--- src/rtl/aux_dac_pkg.sv ---
package aux_dac_pkg;

  typedef enum logic {
    CH_LEFT  = 1'b0,
    CH_RIGHT = 1'b1
  } chan_e;

  // word index inside the flat sample bus
  function automatic int word_idx(input int line, input chan_e ch);
    return line * 2 + int'(ch);
  endfunction

endpackage

--- src/rtl/aux_frame_cnt.sv ---
module aux_frame_cnt #(
  parameter int CNT_W = 6
) (
  input  logic             bclk_i,
  input  logic             rst_ni,
  output logic [CNT_W-1:0] cnt_o,
  output logic [CNT_W-1:0] cnt_nxt_o,
  output logic             wrap_o,
  output logic             lrclk_o,
  output logic             req_o
);

  logic [CNT_W-1:0] cnt_q;
  logic             lrclk_q;
  logic             req_q;

  assign cnt_nxt_o = cnt_q + CNT_W'(1);
  assign wrap_o    = (cnt_nxt_o == '0);

  always_ff @(negedge bclk_i or negedge rst_ni) begin
    if (!rst_ni) begin
      cnt_q   <= '0;
      lrclk_q <= 1'b1;
      req_q   <= 1'b0;
    end else begin
      cnt_q   <= cnt_nxt_o;
      lrclk_q <= ~cnt_nxt_o[CNT_W-1];
      req_q   <= wrap_o;
    end
  end

  assign cnt_o   = cnt_q;
  assign lrclk_o = lrclk_q;
  assign req_o   = req_q;

endmodule

--- src/rtl/aux_word_bank.sv ---
module aux_word_bank #(
  parameter int SAMPLE_W  = 16,
  parameter int NUM_WORDS = 4
) (
  input  logic                          bclk_i,
  input  logic                          rst_ni,
  input  logic                          load_i,
  input  logic                          wrap_i,
  input  logic [NUM_WORDS*SAMPLE_W-1:0] smp_i,
  output logic [NUM_WORDS*SAMPLE_W-1:0] act_o
);

  logic [NUM_WORDS*SAMPLE_W-1:0] pend_q;
  logic [NUM_WORDS*SAMPLE_W-1:0] act_q;

  for (genvar w = 0; w < NUM_WORDS; w++) begin : g_word
    always_ff @(negedge bclk_i or negedge rst_ni) begin
      if (!rst_ni) begin
        pend_q[w*SAMPLE_W +: SAMPLE_W] <= '0;
        act_q[w*SAMPLE_W +: SAMPLE_W]  <= '0;
      end else begin
        if (load_i) pend_q[w*SAMPLE_W +: SAMPLE_W] <= smp_i[w*SAMPLE_W +: SAMPLE_W];
        // active bank takes the pending value from before this edge
        if (wrap_i) act_q[w*SAMPLE_W +: SAMPLE_W] <= pend_q[w*SAMPLE_W +: SAMPLE_W];
      end
    end
  end

  assign act_o = act_q;

endmodule

--- src/rtl/aux_slot_shifter.sv ---
module aux_slot_shifter
  import aux_dac_pkg::*;
#(
  parameter int SAMPLE_W = 16,
  parameter int SLOT_W   = 32,
  parameter int CNT_W    = 6
) (
  input  logic                bclk_i,
  input  logic                rst_ni,
  input  logic [CNT_W-1:0]    cnt_nxt_i,
  input  logic [SAMPLE_W-1:0] left_i,
  input  logic [SAMPLE_W-1:0] right_i,
  output logic                sd_o
);

  localparam int POS_W = CNT_W - 1;
  localparam int PAD_W = SLOT_W - SAMPLE_W;
  localparam logic [POS_W-1:0] FIRST_POS = POS_W'(PAD_W);

  logic [POS_W-1:0]    pos;
  chan_e               half;
  logic                first_bit;
  logic                data_ph;
  logic [SAMPLE_W-1:0] word;
  logic [SAMPLE_W-1:0] sh_q;
  logic                sd_q;

  assign pos       = cnt_nxt_i[POS_W-1:0];
  assign half      = chan_e'(cnt_nxt_i[CNT_W-1]);
  assign first_bit = (pos == FIRST_POS);
  assign data_ph   = (pos >= FIRST_POS);
  assign word      = (half == CH_LEFT) ? left_i : right_i;

  always_ff @(negedge bclk_i or negedge rst_ni) begin
    if (!rst_ni) begin
      sh_q <= '0;
      sd_q <= 1'b0;
    end else if (first_bit) begin
      sd_q <= word[SAMPLE_W-1];
      sh_q <= {word[SAMPLE_W-2:0], 1'b0};
    end else if (data_ph) begin
      sd_q <= sh_q[SAMPLE_W-1];
      sh_q <= {sh_q[SAMPLE_W-2:0], 1'b0};
    end else begin
      sd_q <= 1'b0;
    end
  end

  assign sd_o = sd_q;

endmodule

--- src/rtl/aux_dac_serializer.sv ---
module aux_dac_serializer
  import aux_dac_pkg::*;
#(
  parameter int SAMPLE_W  = 16,
  parameter int SLOT_W    = 32,
  parameter int NUM_LINES = 2
) (
  input  logic                            bclk_i,
  input  logic                            rst_ni,
  input  logic                            load_i,
  input  logic [2*NUM_LINES*SAMPLE_W-1:0] smp_i,
  output logic                            lrclk_o,
  output logic [NUM_LINES-1:0]            sdata_o,
  output logic                            req_o
);

  // SLOT_W must be a power of two, SAMPLE_W <= SLOT_W
  localparam int CNT_W     = $clog2(2 * SLOT_W);
  localparam int NUM_WORDS = 2 * NUM_LINES;

  logic [CNT_W-1:0]              cnt_q;
  logic [CNT_W-1:0]              cnt_nxt;
  logic                          wrap;
  logic [NUM_WORDS*SAMPLE_W-1:0] act_w;

  aux_frame_cnt #(
    .CNT_W(CNT_W)
  ) u_cnt (
    .bclk_i   (bclk_i),
    .rst_ni   (rst_ni),
    .cnt_o    (cnt_q),
    .cnt_nxt_o(cnt_nxt),
    .wrap_o   (wrap),
    .lrclk_o  (lrclk_o),
    .req_o    (req_o)
  );

  aux_word_bank #(
    .SAMPLE_W (SAMPLE_W),
    .NUM_WORDS(NUM_WORDS)
  ) u_bank (
    .bclk_i(bclk_i),
    .rst_ni(rst_ni),
    .load_i(load_i),
    .wrap_i(wrap),
    .smp_i (smp_i),
    .act_o (act_w)
  );

  for (genvar l = 0; l < NUM_LINES; l++) begin : g_line
    localparam int WL = 2 * l;
    localparam int WR = 2 * l + 1;
    aux_slot_shifter #(
      .SAMPLE_W(SAMPLE_W),
      .SLOT_W  (SLOT_W),
      .CNT_W   (CNT_W)
    ) u_shf (
      .bclk_i   (bclk_i),
      .rst_ni   (rst_ni),
      .cnt_nxt_i(cnt_nxt),
      .left_i   (act_w[WL*SAMPLE_W +: SAMPLE_W]),
      .right_i  (act_w[WR*SAMPLE_W +: SAMPLE_W]),
      .sd_o     (sdata_o[l])
    );
  end

endmodule

--- config.mk ---
export PLATFORM = sky130hd
export DESIGN_NAME = aux_dac_serializer
export DESIGN_NICKNAME = d
export VERILOG_FILES = /design/src/rtl/aux_dac_pkg.sv /design/src/rtl/aux_frame_cnt.sv /design/src/rtl/aux_word_bank.sv /design/src/rtl/aux_slot_shifter.sv /design/src/rtl/aux_dac_serializer.sv
export SDC_FILE = /design/constraint.sdc
export NUM_CORES = 1
export LEC_CHECK = 0
export BUFFER_PORTS_ARGS = -buffer_cell sky130_fd_sc_hd__buf_2
export CAP_MARGIN = 20
export CORE_ASPECT_RATIO = 0.75
export CORE_UTILIZATION = 35
export CTS_CLUSTER_DIAMETER = 200
export DETAILED_ROUTE_END_ITERATION = 10
export GPL_TIMING_DRIVEN = 0
export HOLD_SLACK_MARGIN = 0.08
export PLACE_DENSITY_LB_ADDON = 0.15
export SLEW_MARGIN = 0
export SYNTH_ARGS = -nofsm -noshare
export SYNTH_HDL_FRONTEND = slang
export SYNTH_HIERARCHICAL = 1
export SYNTH_SLANG_ARGS = --single-unit
export TNS_END_PERCENT = 100
--- constraint.sdc ---
create_clock -name bclk_i -period 6.75 [get_ports bclk_i]
set_clock_uncertainty 0.2 [all_clocks]
set_input_delay 0.675 -clock bclk_i [delete_from_list [all_inputs] [get_ports bclk_i]]
set_output_delay 0.675 -clock bclk_i [all_outputs]
set_load 0.02 [all_outputs]
# Word level (Yosys, flattened, before mapping)

Cells that the tools add are included.

Bits in registers: 170
Input port bits: 67

Add/sub/neg operators: 1
Magnitude comparators: 1
Equal/unequal tests: 1
Multiplexer cells: 10
Bitwise logic cells: 1
Reduce and logical (&&, ||, !) cells: 2

Operators by type and width:

| kind                                                           | number |
|---|---|
| 16-bit 2-to-1 mux                                              | 6 |
| 6-bit by 1-bit adder with 6-bit output (second input constant) | 1 |
| 6-bit zero test                                                | 1 |
| 5-bit == test (second input constant)                          | 1 |
| 5-bit greater-or-equal comparator (second input constant)      | 1 |
| 1-bit 2-to-1 mux                                               | 4 |
| 2-bit nonzero test                                             | 1 |
| 1-bit inverter                                                 | 1 |

# Longest topological paths before layout

Depth after elaboration: 4
Depth in mapped cells: 8

# By module

Netlist, hierarchy kept.

By module, submodules not included:

| module           | times used | cells each | area each (um2) | sequential area each (um2) |
|---|---|---|---|---|
| aux_word_bank    | 1          | 270        | 5357.6          | 3203.1 |
| aux_slot_shifter | 2          | 105        | 1068.5          | 400.4 |
| aux_frame_cnt    | 1          | 25         | 312.8           | 201.4 |

==> results.cfg <==
[sta]
hold_viol = 0
drv_slew = 0
rsz0062_at_grt = no
slew_headroom_pct = 47.68
setup_violations = 0
fin_setup_tns_ns = 0
worst_slew_pin_slew_ns = 0.7792
fin_hold_ws_ns = 0.2529

[logic_synthesis]
ys_top_cells_by_count = 167 x dfrtn_1, 120 x mux2_4, 34 x mux2i_1
netlist_area_sq_um = 7807
async_flop_share_pct = 100.0
yosys.cell_types.count = 30
yosysTopAreaCell = dfrtn_1
synth_nets = 573
synth_area_per_cell_sq_um = 15.46
synth_edf_count = 0
ys_seq_area_share_pct = 53.86
synth-main-ff-cell = dfrtn_1
synth.most_common_cell = dfrtn_1
yosys_warnings = 6
yosys_register_bits = 168
synthTopCellsByArea = dfrtn_1 54%, mux2_4 23%, mux2i_1 4.4%
synth_top_area_share_pct = 53.53
postSynthCellCount = 505

[routing]
detail_route.wirelength_mm = 15.82
drc = 0
wire_per_inst_um = 17.68
drt_iter0_drc = 207
num_vias = 4220
firstDrtPassIters = 6
drtAntennaViolNets = 0
viasPerCell = 4.715

[global_route]
first_global_vias = 4660
grt_usage_pct = 14.94
antenna_found_initial = 0
grt_start_max_net_pins = 118
grt-ovfl-total = 0
grt_pass1_wl_mm = 26.28

[clocking]
clk_latency_ns = 0.40
post-cts-setup-buffer-count = 0
numCtsBuffers = 17
clock-root-buffer = clkbuf_16
post_cts_resized = 0
clk_path_buf_depth = 2
h-tree-depth = 4
cts_tree = yes
path_clk_slew_ns = 0.05
ctsHoldBuffers = 0
cts_num_sinks = 168

[floorplan]
die_w_um = 174.5
core_sq_um = 21530
start_util_pct = 36.27
die_y_um = 131.3
io_pins = 71
die-area_sq_um = 22910
rows = 46

[power_and_ir_drop]
pwr-share-clk_pct = 45.4
power_density_nw_per_um2 = 241.2
switchingPower_uw = 500.7
netSwitchingFraction_pct = 22.66
power.total_mw = 2.210
ir_drop_v = 0.0001451
p_int_mw = 1.709
seqPwrFrac_pct = 48.8
p_leak_nw = 4.700
combPwrFrac_pct = 5.8

[critical_path]
cp.buffers_inverters = 1
critPathLaunch = u_cnt/lrclk_o$_DFF_NN1_
setup.worst_path.start_class = register
timing.rr.start = u_cnt/cnt_o[0]$_DFF_NN0_
cp.arrival_ns = 4.47
crit_chain = buf_2
crit_fanout = 1
required_ns = 5.88
cpLargestDelayFamily = flip-flops
critPathMaxStageDelay_ns = 0.50
slowest_stage = dfstp_2
worstSetupPathType = reg2out
critPathCaptureType = output port

[final_layout]
finalNetCount = 662
drive_gt1_share_pct = 43.99
area_growth_syn_to_layout_pct = 17.34
diodes = 0

[place]
routabilityCongestion = 0.7316
hpwl_mm = 11.09
portBuffers = 69

[hold_path]
worstHoldStart = u_bank/act_o[47]$_DFFE_NN0P_
hold_path.class = reg2reg

[run]
maxCapViolCount = 0

[run_status]
status = complete, no violations
through the flow:
step	std cells	worst slack, ns	cell area [sq um]	util [%]
floorplan	505	1.730	7807	-
global placement	862	-1.012	8513	39.55
detailed placement	863	1.575	8551	39.72
CTS	895	1.389	9161	42.56
global route	895	1.362	9161	42.56
finish	895	1.407	9161	42.56
sequential cells by signal (all words and copies together), names as in the netlist:
register           flops
u_bank/act_o          64
u_bank/pend_q         64
g_line.u_shf/sh_q     30
u_cnt/cnt_o            6
g_line.u_shf/sd_o      2
u_cnt/lrclk_o          1
u_cnt/req_o            1
per-layer routing:
metal  vias up  part of all wire [%]  track usage, %
met4         0                  0.63           3.509
met3         6                   3.5           4.369
li1       2011                     -               -
met5         -                     0               0
met1      2137                    54           22.70
met2        66                    41           20.52
power by group through the flow:
stage / Sequential [mW] / Combinational, mW / Clock (mW)
2_1_floorplan: 1.09 / 0.0800 / 0.00185
3_3_place_gp: 1.10 / 0.125 / 0.00185
3_5_place_dp: 1.10 / 0.131 / 0.00185
4_1_cts: 1.08 / 0.131 / 1.03
5_1_grt: 1.08 / 0.140 / 1.08
6_report: 1.08 / 0.128 / 1.00
path summary, 6_finish.rpt:
kind / to / slack (ns) / cells past startpoint
max in group asynchronous: u_bank/act_o[16]$_DFFE_NN0P_ / 2.15 / 2
worst max-delay path: lrclk_o / 1.41 / 1
worst max register to register: g_line[0].u_shf/sh_q[15]$_DFFE_NN0P_ / 3.78 / 7
worst min-delay path: u_bank/act_o[47]$_DFFE_NN0P_ / 0.25 / 1
worst min register to register: u_bank/act_o[47]$_DFFE_NN0P_ / 0.25 / 1
min in group asynchronous: u_bank/pend_q[58]$_DFFE_NN0P_ / 3.23 / 1
cell usage in the layout, fill, tap and decap left out, drive strengths merged, types with 5 or more instances in the layout:
cell and instances:
nand3 29, clkbuf 19, dfrtn 167, clkinv 5, nand2 8, a31o 26, a21o 26, inv 11
mux2 128, nor2b 22, mux2i 34, buf 102
final cells by class:
type                            instances  area (sq um)
Buffer                                 32         385.4
Clock buffer                           19         452.9
Clock inverter                         14         161.4
Fill cell                            1971         12360
Inverter                                5         18.77
Multi-Input combinational cell        299          3194
Sequential cell                       168          4205
Tap cell                              288         360.3
Timing Repair Buffer                   70         382.9
kinds of logic (layout without fill, tap and decap cells):
group | Yosys count | in the layout | synth area share (%)
flops | 168 | 168 | 53.86
xor+xnor | 5 | 5 | 0.5610
fa+ha+maj | 1 | 1 | 0.1602
compound gates | 62 | 62 | 6.378
simple gates | 69 | 69 | 5.224
mux | 162 | 162 | 28.59
buf+inv | 38 | 140 | 5.224
No activity file was read; power rests on OpenSTA's default activity.
